$ cat src/rtl/lpp_pkg.sv
// Shared definitions for the lane-split count/parity unit.
// Assumes the operand width is a multiple of 16 bits (an even number of bytes).
package lpp_pkg;

    // Function selector values
    typedef enum logic [1:0] {
        LPP_OP_NONE   = 2'b00,
        LPP_OP_POPCNT = 2'b01,
        LPP_OP_PARITY = 2'b10,
        LPP_OP_RSVD   = 2'b11
    } lpp_op_e;

    // Lane size codes, in bytes per lane
    localparam logic [3:0] LPP_SZ_BYTE  = 4'd1;
    localparam logic [3:0] LPP_SZ_HALF  = 4'd4;
    localparam logic [3:0] LPP_SZ_WHOLE = 4'd8;

    localparam int LPP_BYTE_W = 8;

endpackage

$ cat src/rtl/lpp_byte_count.sv
// Counts the set bits of one byte-sized slice.
// Assumes BYTE_W is small; the adder chain is BYTE_W deep.
module lpp_byte_count #(
    parameter int BYTE_W = 8,
    localparam int CW = $clog2(BYTE_W + 1)
) (
    input  logic [BYTE_W-1:0] byte_in,
    output logic [CW-1:0]     count
);

    // Add each bit of the slice into the running count
    always_comb begin
        count = '0;
        for (int i = 0; i < BYTE_W; i++) begin
            count = count + CW'(byte_in[i]);
        end
    end

endmodule

$ cat src/rtl/lpp_popcount.sv
// Builds the set-bit counts for all three lane splits at once.
// It outputs byte lanes, half lanes and one whole-width lane, each zero-extended
// within its lane. Assumes DATA_W is a multiple of 16.
module lpp_popcount
    import lpp_pkg::*;
#(
    parameter int DATA_W = 64
) (
    input  logic [DATA_W-1:0] operand,
    output logic [DATA_W-1:0] res_byte,
    output logic [DATA_W-1:0] res_half,
    output logic [DATA_W-1:0] res_whole
);

    localparam int NB     = DATA_W / LPP_BYTE_W;
    localparam int NB_H   = NB / 2;
    localparam int HALF_W = DATA_W / 2;
    localparam int BCW    = $clog2(LPP_BYTE_W + 1);
    localparam int HCW    = $clog2(HALF_W + 1);
    localparam int FCW    = $clog2(DATA_W + 1);

    logic [BCW-1:0] byte_cnt [NB];
    logic [HCW-1:0] half_cnt [2];
    logic [FCW-1:0] whole_cnt;

    // One counter per byte, each placed back into its own byte lane
    for (genvar g = 0; g < NB; g++) begin : g_byte
        lpp_byte_count #(.BYTE_W(LPP_BYTE_W)) u_cnt (
            .byte_in (operand[g*LPP_BYTE_W +: LPP_BYTE_W]),
            .count   (byte_cnt[g])
        );
        assign res_byte[g*LPP_BYTE_W +: LPP_BYTE_W] = LPP_BYTE_W'(byte_cnt[g]);
    end

    // Sum the byte counts into half counts and then into the whole count
    always_comb begin
        for (int h = 0; h < 2; h++) begin
            half_cnt[h] = '0;
            for (int b = 0; b < NB_H; b++) begin
                half_cnt[h] = half_cnt[h] + HCW'(byte_cnt[h*NB_H + b]);
            end
        end
        whole_cnt = FCW'(half_cnt[0]) + FCW'(half_cnt[1]);
    end

    // Place each half count, zero-extended, in its half lane
    for (genvar h = 0; h < 2; h++) begin : g_half
        assign res_half[h*HALF_W +: HALF_W] = HALF_W'(half_cnt[h]);
    end

    assign res_whole = DATA_W'(whole_cnt);

endmodule

$ cat src/rtl/lpp_parity.sv
// Forms parity from the lowest bit of each byte, for the half split and the whole split.
// Receives only the byte-lsb vector, so no other operand bit can reach it.
module lpp_parity #(
    parameter int NB = 8
) (
    input  logic [NB-1:0]   byte_lsb,
    output logic [NB*8-1:0] res_half,
    output logic [NB*8-1:0] res_whole
);

    localparam int NB_H   = NB / 2;
    localparam int HALF_W = NB * 4;

    // Reduce each half's lsbs into bit 0 of that half lane
    for (genvar h = 0; h < 2; h++) begin : g_half
        assign res_half[h*HALF_W +: HALF_W] = HALF_W'(^byte_lsb[h*NB_H +: NB_H]);
    end

    // Reduce all lsbs into result bit 0
    assign res_whole = (NB*8)'(^byte_lsb);

endmodule

$ cat src/rtl/lane_popcount_parity.sv
// Top of the lane-split count/parity unit. It chooses between the function and
// size variants, carries the context word through, and can register the outputs.
// Assumes DATA_W is a multiple of 16. The clocked checks cover REG_OUT = 1.
module lane_popcount_parity
    import lpp_pkg::*;
#(
    parameter int DATA_W  = 64,
    parameter int CTX_W   = 16,
    parameter bit REG_OUT = 1'b1
) (
    input  logic              clk,
    input  logic              rst_n,
    input  logic [DATA_W-1:0] in_operand,
    input  logic [1:0]        in_op,
    input  logic [3:0]        in_size,
    input  logic [CTX_W-1:0]  in_ctx,
    output logic [DATA_W-1:0] out_result,
    output logic              out_valid,
    output logic [CTX_W-1:0]  out_ctx
);

    localparam int NB = DATA_W / LPP_BYTE_W;

    lpp_op_e           op_sel;
    logic [NB-1:0]     byte_lsb;
    logic [DATA_W-1:0] pc_byte, pc_half, pc_whole;
    logic [DATA_W-1:0] par_half, par_whole;
    logic [DATA_W-1:0] nxt_result;
    logic              nxt_valid;

    assign op_sel = lpp_op_e'(in_op);

    // Gather bit 0 of every byte for the parity path
    for (genvar g = 0; g < NB; g++) begin : g_lsb
        assign byte_lsb[g] = in_operand[g*LPP_BYTE_W];
    end

    lpp_popcount #(.DATA_W(DATA_W)) u_popcount (
        .operand   (in_operand),
        .res_byte  (pc_byte),
        .res_half  (pc_half),
        .res_whole (pc_whole)
    );

    lpp_parity #(.NB(NB)) u_parity (
        .byte_lsb  (byte_lsb),
        .res_half  (par_half),
        .res_whole (par_whole)
    );

    // Pick the result for the selected function and size; zero if the size is undefined
    always_comb begin
        nxt_result = '0;
        nxt_valid  = 1'b0;
        case (op_sel)
            LPP_OP_POPCNT: begin
                nxt_valid = 1'b1;
                case (in_size)
                    LPP_SZ_BYTE:  nxt_result = pc_byte;
                    LPP_SZ_HALF:  nxt_result = pc_half;
                    LPP_SZ_WHOLE: nxt_result = pc_whole;
                    default:      nxt_result = '0;
                endcase
            end
            LPP_OP_PARITY: begin
                nxt_valid = 1'b1;
                case (in_size)
                    LPP_SZ_HALF:  nxt_result = par_half;
                    LPP_SZ_WHOLE: nxt_result = par_whole;
                    default:      nxt_result = '0;
                endcase
            end
            default: begin
                nxt_valid  = 1'b0;
                nxt_result = '0;
            end
        endcase
    end

    if (REG_OUT) begin : g_reg
        // Output register stage with synchronous active-low clear
        always_ff @(posedge clk) begin
            if (!rst_n) begin
                out_result <= '0;
                out_valid  <= 1'b0;
                out_ctx    <= '0;
            end else begin
                out_result <= nxt_result;
                out_valid  <= nxt_valid;
                out_ctx    <= in_ctx;
            end
        end

        // context leaves exactly as it arrived, one cycle later
        p_ctx_pass_r6: assert property (@(posedge clk) disable iff (!rst_n)
            $past(rst_n) |-> out_ctx == $past(in_ctx));

        // flag follows whether the function code was a recognised one
        p_valid_op_r7: assert property (@(posedge clk) disable iff (!rst_n)
            $past(rst_n) |-> out_valid == ($past(in_op) == 2'b01 || $past(in_op) == 2'b10));

        // result is zero whenever the flag is low
        p_invalid_zero_r7: assert property (@(posedge clk) disable iff (!rst_n)
            !out_valid |-> out_result == '0);

        // a whole-width count never exceeds the operand width
        p_count_bound_r1: assert property (@(posedge clk) disable iff (!rst_n)
            ($past(rst_n) && $past(in_op) == 2'b01 && $past(in_size) == 4'd8)
            |-> out_result <= DATA_W);

        // whole-width parity only ever drives bit 0
        p_parity_upper_r4: assert property (@(posedge clk) disable iff (!rst_n)
            ($past(rst_n) && $past(in_op) == 2'b10 && $past(in_size) == 4'd8)
            |-> out_result[DATA_W-1:1] == '0);

        // parity with a byte split is undefined: zero result, flag still high
        p_undef_size_r8: assert property (@(posedge clk) disable iff (!rst_n)
            ($past(rst_n) && $past(in_op) == 2'b10 && $past(in_size) == 4'd1)
            |-> (out_result == '0 && out_valid));

        // a clearing edge leaves all outputs at zero
        p_reset_clear_r9: assert property (@(posedge clk) disable iff (!rst_n)
            !$past(rst_n) |-> (out_result == '0 && !out_valid && out_ctx == '0));
    end else begin : g_comb
        // Purely combinational outputs
        assign out_result = nxt_result;
        assign out_valid  = nxt_valid;
        assign out_ctx    = in_ctx;
    end

endmodule

$ cat config.mk
export PLATFORM = sky130hd
export DESIGN_NAME = lane_popcount_parity
export DESIGN_NICKNAME = d
export VERILOG_FILES = /design/src/rtl/lpp_pkg.sv /design/src/rtl/lpp_byte_count.sv /design/src/rtl/lpp_popcount.sv /design/src/rtl/lpp_parity.sv /design/src/rtl/lane_popcount_parity.sv
export SDC_FILE = /design/constraint.sdc
export NUM_CORES = 1
export LEC_CHECK = 0
export ABC_AREA = 1
export BUFFER_PORTS_ARGS = -buffer_cell sky130_fd_sc_hd__buf_2
export CAP_MARGIN = 20
export CORE_AREA = 2 2 228 118
export DETAILED_ROUTE_END_ITERATION = 10
export DIE_AREA = 0 0 230 120
export GPL_TIMING_DRIVEN = 0
export SYNTH_ARGS = -nofsm -noshare
export SYNTH_HDL_FRONTEND = slang
export SYNTH_HIERARCHICAL = 1
export SYNTH_SLANG_ARGS = --single-unit
$ cat constraint.sdc
create_clock -name clk -period 6.75 [get_ports clk]
set_clock_uncertainty 0.1 [all_clocks]
set_input_delay 0.675 -clock clk [delete_from_list [all_inputs] [get_ports clk]]
set_output_delay 0.675 -clock clk [all_outputs]
set_load 0.02 [all_outputs]
# Word-level counts from Yosys, hierarchy flattened
# Cells that the tools add are included.
[totals] register_bits=81 in_bits=88 out_inout_bits=81 word_cells=79
[classes] n_addsub=63 n_eq_ne=5 n_mux=4 n_reduce_logical=4
[ops] cell="$pmux 60 s3" count=1
[ops] cell="$add 4x1->4" count=32
[ops] cell="$pmux 64 s2" count=1
[ops] cell="$pmux 33 s2" count=1
[ops] cell="$add 3x1->4" count=8
[ops] cell="$add 2x1->3" count=8
[ops] cell="$add 6x4->6" count=4
[ops] cell="$add 1x1->2" count=8
[ops] cell="$add 4x4->5" count=2
[ops] cell="$reduce_xor 4->1" count=2
[ops] cell="$reduce_xor 8->1" count=1
[ops] cell="$add 6x6->7" count=1
[ops] cell="$eq 4x1->1 const B" count=1
[ops] cell="$eq 4x3->1 const B" count=1
[ops] cell="$eq 4x4->1 const B" count=1
[ops] cell="$eq 2x1->1 const B" count=1
[ops] cell="$eq 2x2->1 const B" count=1
[ops] cell="$reduce_or 2->1" count=1
[ops] cell="$mux 1" count=1

# Depth between registers and ports, before layout
[logic_depth] depth_word=13 ltp_mapped=31 ltp_nobuf=31

# Cells and area by module
# Netlist, hierarchy kept.
[by_module_without_submodules] module="lane_popcount_parity" instances=1 cells_each=858 area_each_um2=5261.3 seq_area_each_um2=1621.6
[by_module_without_submodules] module="lpp_popcount" instances=1 cells_each=272 area_each_um2=2055.7 seq_area_each_um2=0.0
[by_module_without_submodules] module="lpp_byte_count" instances=8 cells_each=29 area_each_um2=201.4 seq_area_each_um2=0.0
[by_module_without_submodules] module="lpp_parity" instances=1 cells_each=165 area_each_um2=1111.1 seq_area_each_um2=0.0

# Worst setup path after synthesis
# Ideal clock, no wire load.
[synth_timing] kind="input -> register" startpoint="input port in_operand[0]" endpoint="register out_result[6]" setup_time_ps=132 arrival_time_ps=5823 t_required_ps=6518 path_slack_ps=695 path_stages=25 path_buffers=0 path_cell_list="inv_1 -> fa_1 -> fa_1 -> fa_1 -> inv_1 -> ha_1 -> inv_1 -> fa_1 -> inv_1 -> inv_1 -> fa_1 -> inv_1 -> fa_1 -> ha_1 -> fa_1 -> xor2_1 -> ha_1 -> a21oi_1 -> o21ai_1 -> nand2_1 -> nand2_1 -> nand3_1 -> nand3_1 -> nand2_1 -> a21oi_1"
[synth_between] elab_chain_len=13
[synth_lines] item="start: declaration" line_no="lane_popcount_parity.sv:13" source="input logic [DATA_W-1:0] in_operand,"
[synth_lines] item="$add 1x1->2" line_no="lpp_byte_count.sv:15" source="count = count + CW'(byte_in[i]);"
[synth_lines] item="$add 2x1->3" line_no="lpp_byte_count.sv:15"
[synth_lines] item="$add 3x1->4" line_no="lpp_byte_count.sv:15"
[synth_lines] item="$add 4x1->4 (4 in series)" line_no="lpp_byte_count.sv:15"
[synth_lines] item="named net pc_byte[1]" line_no="lane_popcount_parity.sv:26" source="logic [DATA_W-1:0] pc_byte, pc_half, pc_whole;"
[synth_lines] item="$add 4x4->5" line_no="lpp_popcount.sv:40" source="half_cnt[h] = half_cnt[h] + HCW'(byte_cnt[h*NB_H + b]);"
[synth_lines] item="$add 6x4->6 (2 in series)" line_no="lpp_popcount.sv:40"
[synth_lines] item="$add 6x6->7" line_no="lpp_popcount.sv:43" source="whole_cnt = FCW'(half_cnt[0]) + FCW'(half_cnt[1]);"
[synth_lines] item="named net pc_whole[6]" line_no="lane_popcount_parity.sv:26"
[synth_lines] item="$pmux 60 s3" line_no="lane_popcount_parity.sv:58" source="case (in_size)"
[synth_lines] item="$pmux 64 s2" line_no="lane_popcount_parity.sv:55" source="case (op_sel)"
[synth_lines] item="end signal: assignment" line_no="lane_popcount_parity.sv:88" source="out_result <= nxt_result;"
[synth_lines] item="end: declaration" line_no="lane_popcount_parity.sv:17" source="output logic [DATA_W-1:0] out_result,"
# The timed path passes the listed nets, and every way through them passes these cells.
# A chain may end at the register's enable or synchronous reset.

# Final worst setup path
[layout_timing] startpoint="input port in_operand[32]" endpoint="register out_result[5]"
[layout_between] elab_chain_len=13
[layout_lines] item="$add 1x1->2" line_no="lpp_byte_count.sv:15"
[layout_lines] item="$add 2x1->3" line_no="lpp_byte_count.sv:15"
[layout_lines] item="$add 3x1->4" line_no="lpp_byte_count.sv:15"
[layout_lines] item="$add 4x1->4 (4 in series)" line_no="lpp_byte_count.sv:15"
[layout_lines] item="named net pc_byte[33]" line_no="lane_popcount_parity.sv:26"
[layout_lines] item="$add 4x4->5" line_no="lpp_popcount.sv:40"
[layout_lines] item="$add 6x4->6 (2 in series)" line_no="lpp_popcount.sv:40"
[layout_lines] item="named net pc_half[34]" line_no="lane_popcount_parity.sv:26"
[layout_lines] item="$add 6x6->7" line_no="lpp_popcount.sv:43"
[layout_lines] item="named net pc_whole[5]" line_no="lane_popcount_parity.sv:26"
[layout_lines] item="$pmux 60 s3" line_no="lane_popcount_parity.sv:58"
[layout_lines] item="$pmux 64 s2" line_no="lane_popcount_parity.sv:55"
# The timed path passes the listed nets, and every way through them passes these cells.

==> results.yml <==
outcome:
  outcome: "complete, no violations"
place:
  place_congestion: 0.8728
  dp_hpwl_um: 23800
  place_area_sq_mm: 0.01231
  pre_cts_slack_ns: -0.07324
  io_buffers: 167
layout:
  nFillCells: 2696
  final_util_pct: 48.99
  final_cell_mix: "nand3_1 (402), nand2_1 (294), buf_4 (290)"
  mostFrequentLayoutCell: "nand3_1"
  regArea_sq_mm: 0.001622
  drive_above_1_share_pct: 26.71
  final_nets: 2147
  multi_input_area_sq_mm: 0.006183
  fin_area_sq_mm: 0.01262
  syn2layout_area_growth_pct: 25.66
  diodes: 0
yosys:
  synth_ff_type: "dfxtp_1"
  netlist_area_sq_mm: 0.01004
  async_flop_share_pct: 0
  ys_ff_latch: 81
  syn_avg_cell_area_sq_um: 6.575
  yosysSeqAreaShare_pct: 16.15
  synth-edff-count: 0
  yosysWarnings: 6
  synth_cells: 1527
  synthDistinctLibCells: 27
sta:
  post-route-period-util_pct: 94.22
  final_max_slew_viol_count: 0
  fmax_mhz: 157.2
  hold_viol_final: 0
  worst_slack_ns: 0.3900
  worstMarginPinSlew_ns: 0.9698
  relSlewSlack_pct: 35.35
  setup_viol: 0
  holdWs_ns: 0.3877
  rsz0062_at_grt: "no"
  period_needed_ns: 6.360
clocking:
  cts_root_buffer: "clkbuf_16"
  clk_path_buf_depth: 2
  post-cts-setup-buffer-count: 0
  h-tree-depth: 3
  cts_resized: 0
  cts_buffers: 9
  clock-sinks: 81
  cts_tree: "built"
  cts.clk_slew.worst_paths_ns: 0.06
  cts_hold_buf: 0
setup_path:
  path_buf_inv: 7
  required_ns: 6.87
  slowest_stage: "fa_2"
  worstSetupStartpointType: "input port"
  crit_family: "adder cells"
  criticalPathCategory: "in -> reg"
  worstSetupEndpointType: "register"
  cpPeakStageDelay_ns: 0.65
  cp_max_fo: 4
  crit_start: "in_operand[32]"
  cp.arrival_ns: 6.48
routing:
  viasPerCell: 4.226
  avgRoutedWirePerCell_um: 12.62
  wl_um: 29350
  dr.pass1.iters: 5
  drc: 0
  dr_total_vias: 9825
  drtAntennaViolNets: 0
  drt_iter0_drc: 817
grt:
  grt_pass1_vias: 8889
  antenna_found_initial: 0
  grt_overflow: 0
  grt_max_degree: 15
  globalRouteTotalUtil_pct: 21.90
  grt_pass1_wl_um: 46690
hold_path:
  hold_path_class: "in -> reg"
  hold_path.startpoint: "in_ctx[14]"
  worstHoldEndpoint: "out_ctx[14]"
  min_delay_path_depth: 3
power:
  p_total_mw: 3.990
  p_leak_nw: 7.520
  power_density_mw_per_mm2: 316.3
  ir_drop_mv: 0.4170
floorplanning:
  rows: 42
  ios: 169
  die-area_sq_mm: 0.02760
  initial_core_util_pct: 38.99
  die_h_um: 120
  core-area_sq_mm: 0.02575
  die-width_um: 230
run:
  maxCapViolations: 0
-- per-layer routing --
layer  part of all wire (%)  vias to the layer above  GRT usage (%)
li1                       -                     5172              -
met2                     37                      244          29.33
met4                    1.1                        0          4.194
met3                    6.2                       17          3.588
met1                     55                     4392          35.61
met5                      0                        -              0
-- sequential cells by signal, indices dropped and copies added (netlist names) --
name / cells
out_ctx: 16
out_result: 64
out_valid: 1
-- kinds of logic after synthesis --
kind of cell | after synthesis | synth area share, %
and+or+nand+nor | 718 | 32.54
buffers and inverters | 559 | 32.19
adders and majority gates | 90 | 14.88
DFF | 81 | 16.15
AOI/OAI and AO/OA | 71 | 3.564
xor gates and xnor gates | 6 | 0.5983
other | 2 | 0.07480
-- per-stage QoR --
step	setup TNS [ns]	cells
floorplan	0	1791
global placement	0	2310
detailed placement	-0.1181	2310
CTS	0	2325
global route	0	2325
finish	0	2325
-- Yosys cell counts (3+ instances only) --
cell type	instances	area (sq um)
inv_1	201	754.5
nand2_1	294	1104
buf_2	36	180.2
clkbuf_1	24	90.09
a21oi_1	68	340.3
nand2_4	3	33.78
nand2_2	5	31.28
nand3_2	3	30.03
nand3_1	402	2012
fa_1	49	980.9
nor2_1	7	26.28
dfxtp_1	81	1622
ha_1	41	513.0
buf_1	6	22.52
buf_4	290	2177
xnor2_1	3	26.28
-- worst max path at each step --
stage	to	cells after the start
floorplan	out_result[6]	25
global placement	out_result[6]	27
detailed placement	out_result[6]	27
CTS	out_result[6]	27
global route	out_result[6]	27
finish	out_result[5]	29
-- layout make-up --
type / count / share of cell area (%)
Buffer: 356 / 19.58
Clock buffer: 10 / 1.894
Clock inverter: 5 / 0.5058
Inverter: 203 / 6.040
Multi-Input combinational cell: 1151 / 49.01
Sequential cell: 81 / 12.85
Tap cell: 352 / 3.491
Timing Repair Buffer: 167 / 6.625
-- where the power goes --
group          switching, mW  total [mW]  leakage, nW  internal, mW
clock network          0.216       0.514        0.146         0.298
logic                   1.79        2.98         6.72          1.19
registers            0.00245       0.492        0.658         0.489
total                   2.01        3.99         7.52          1.98
(Power assumes the default switching activity.)
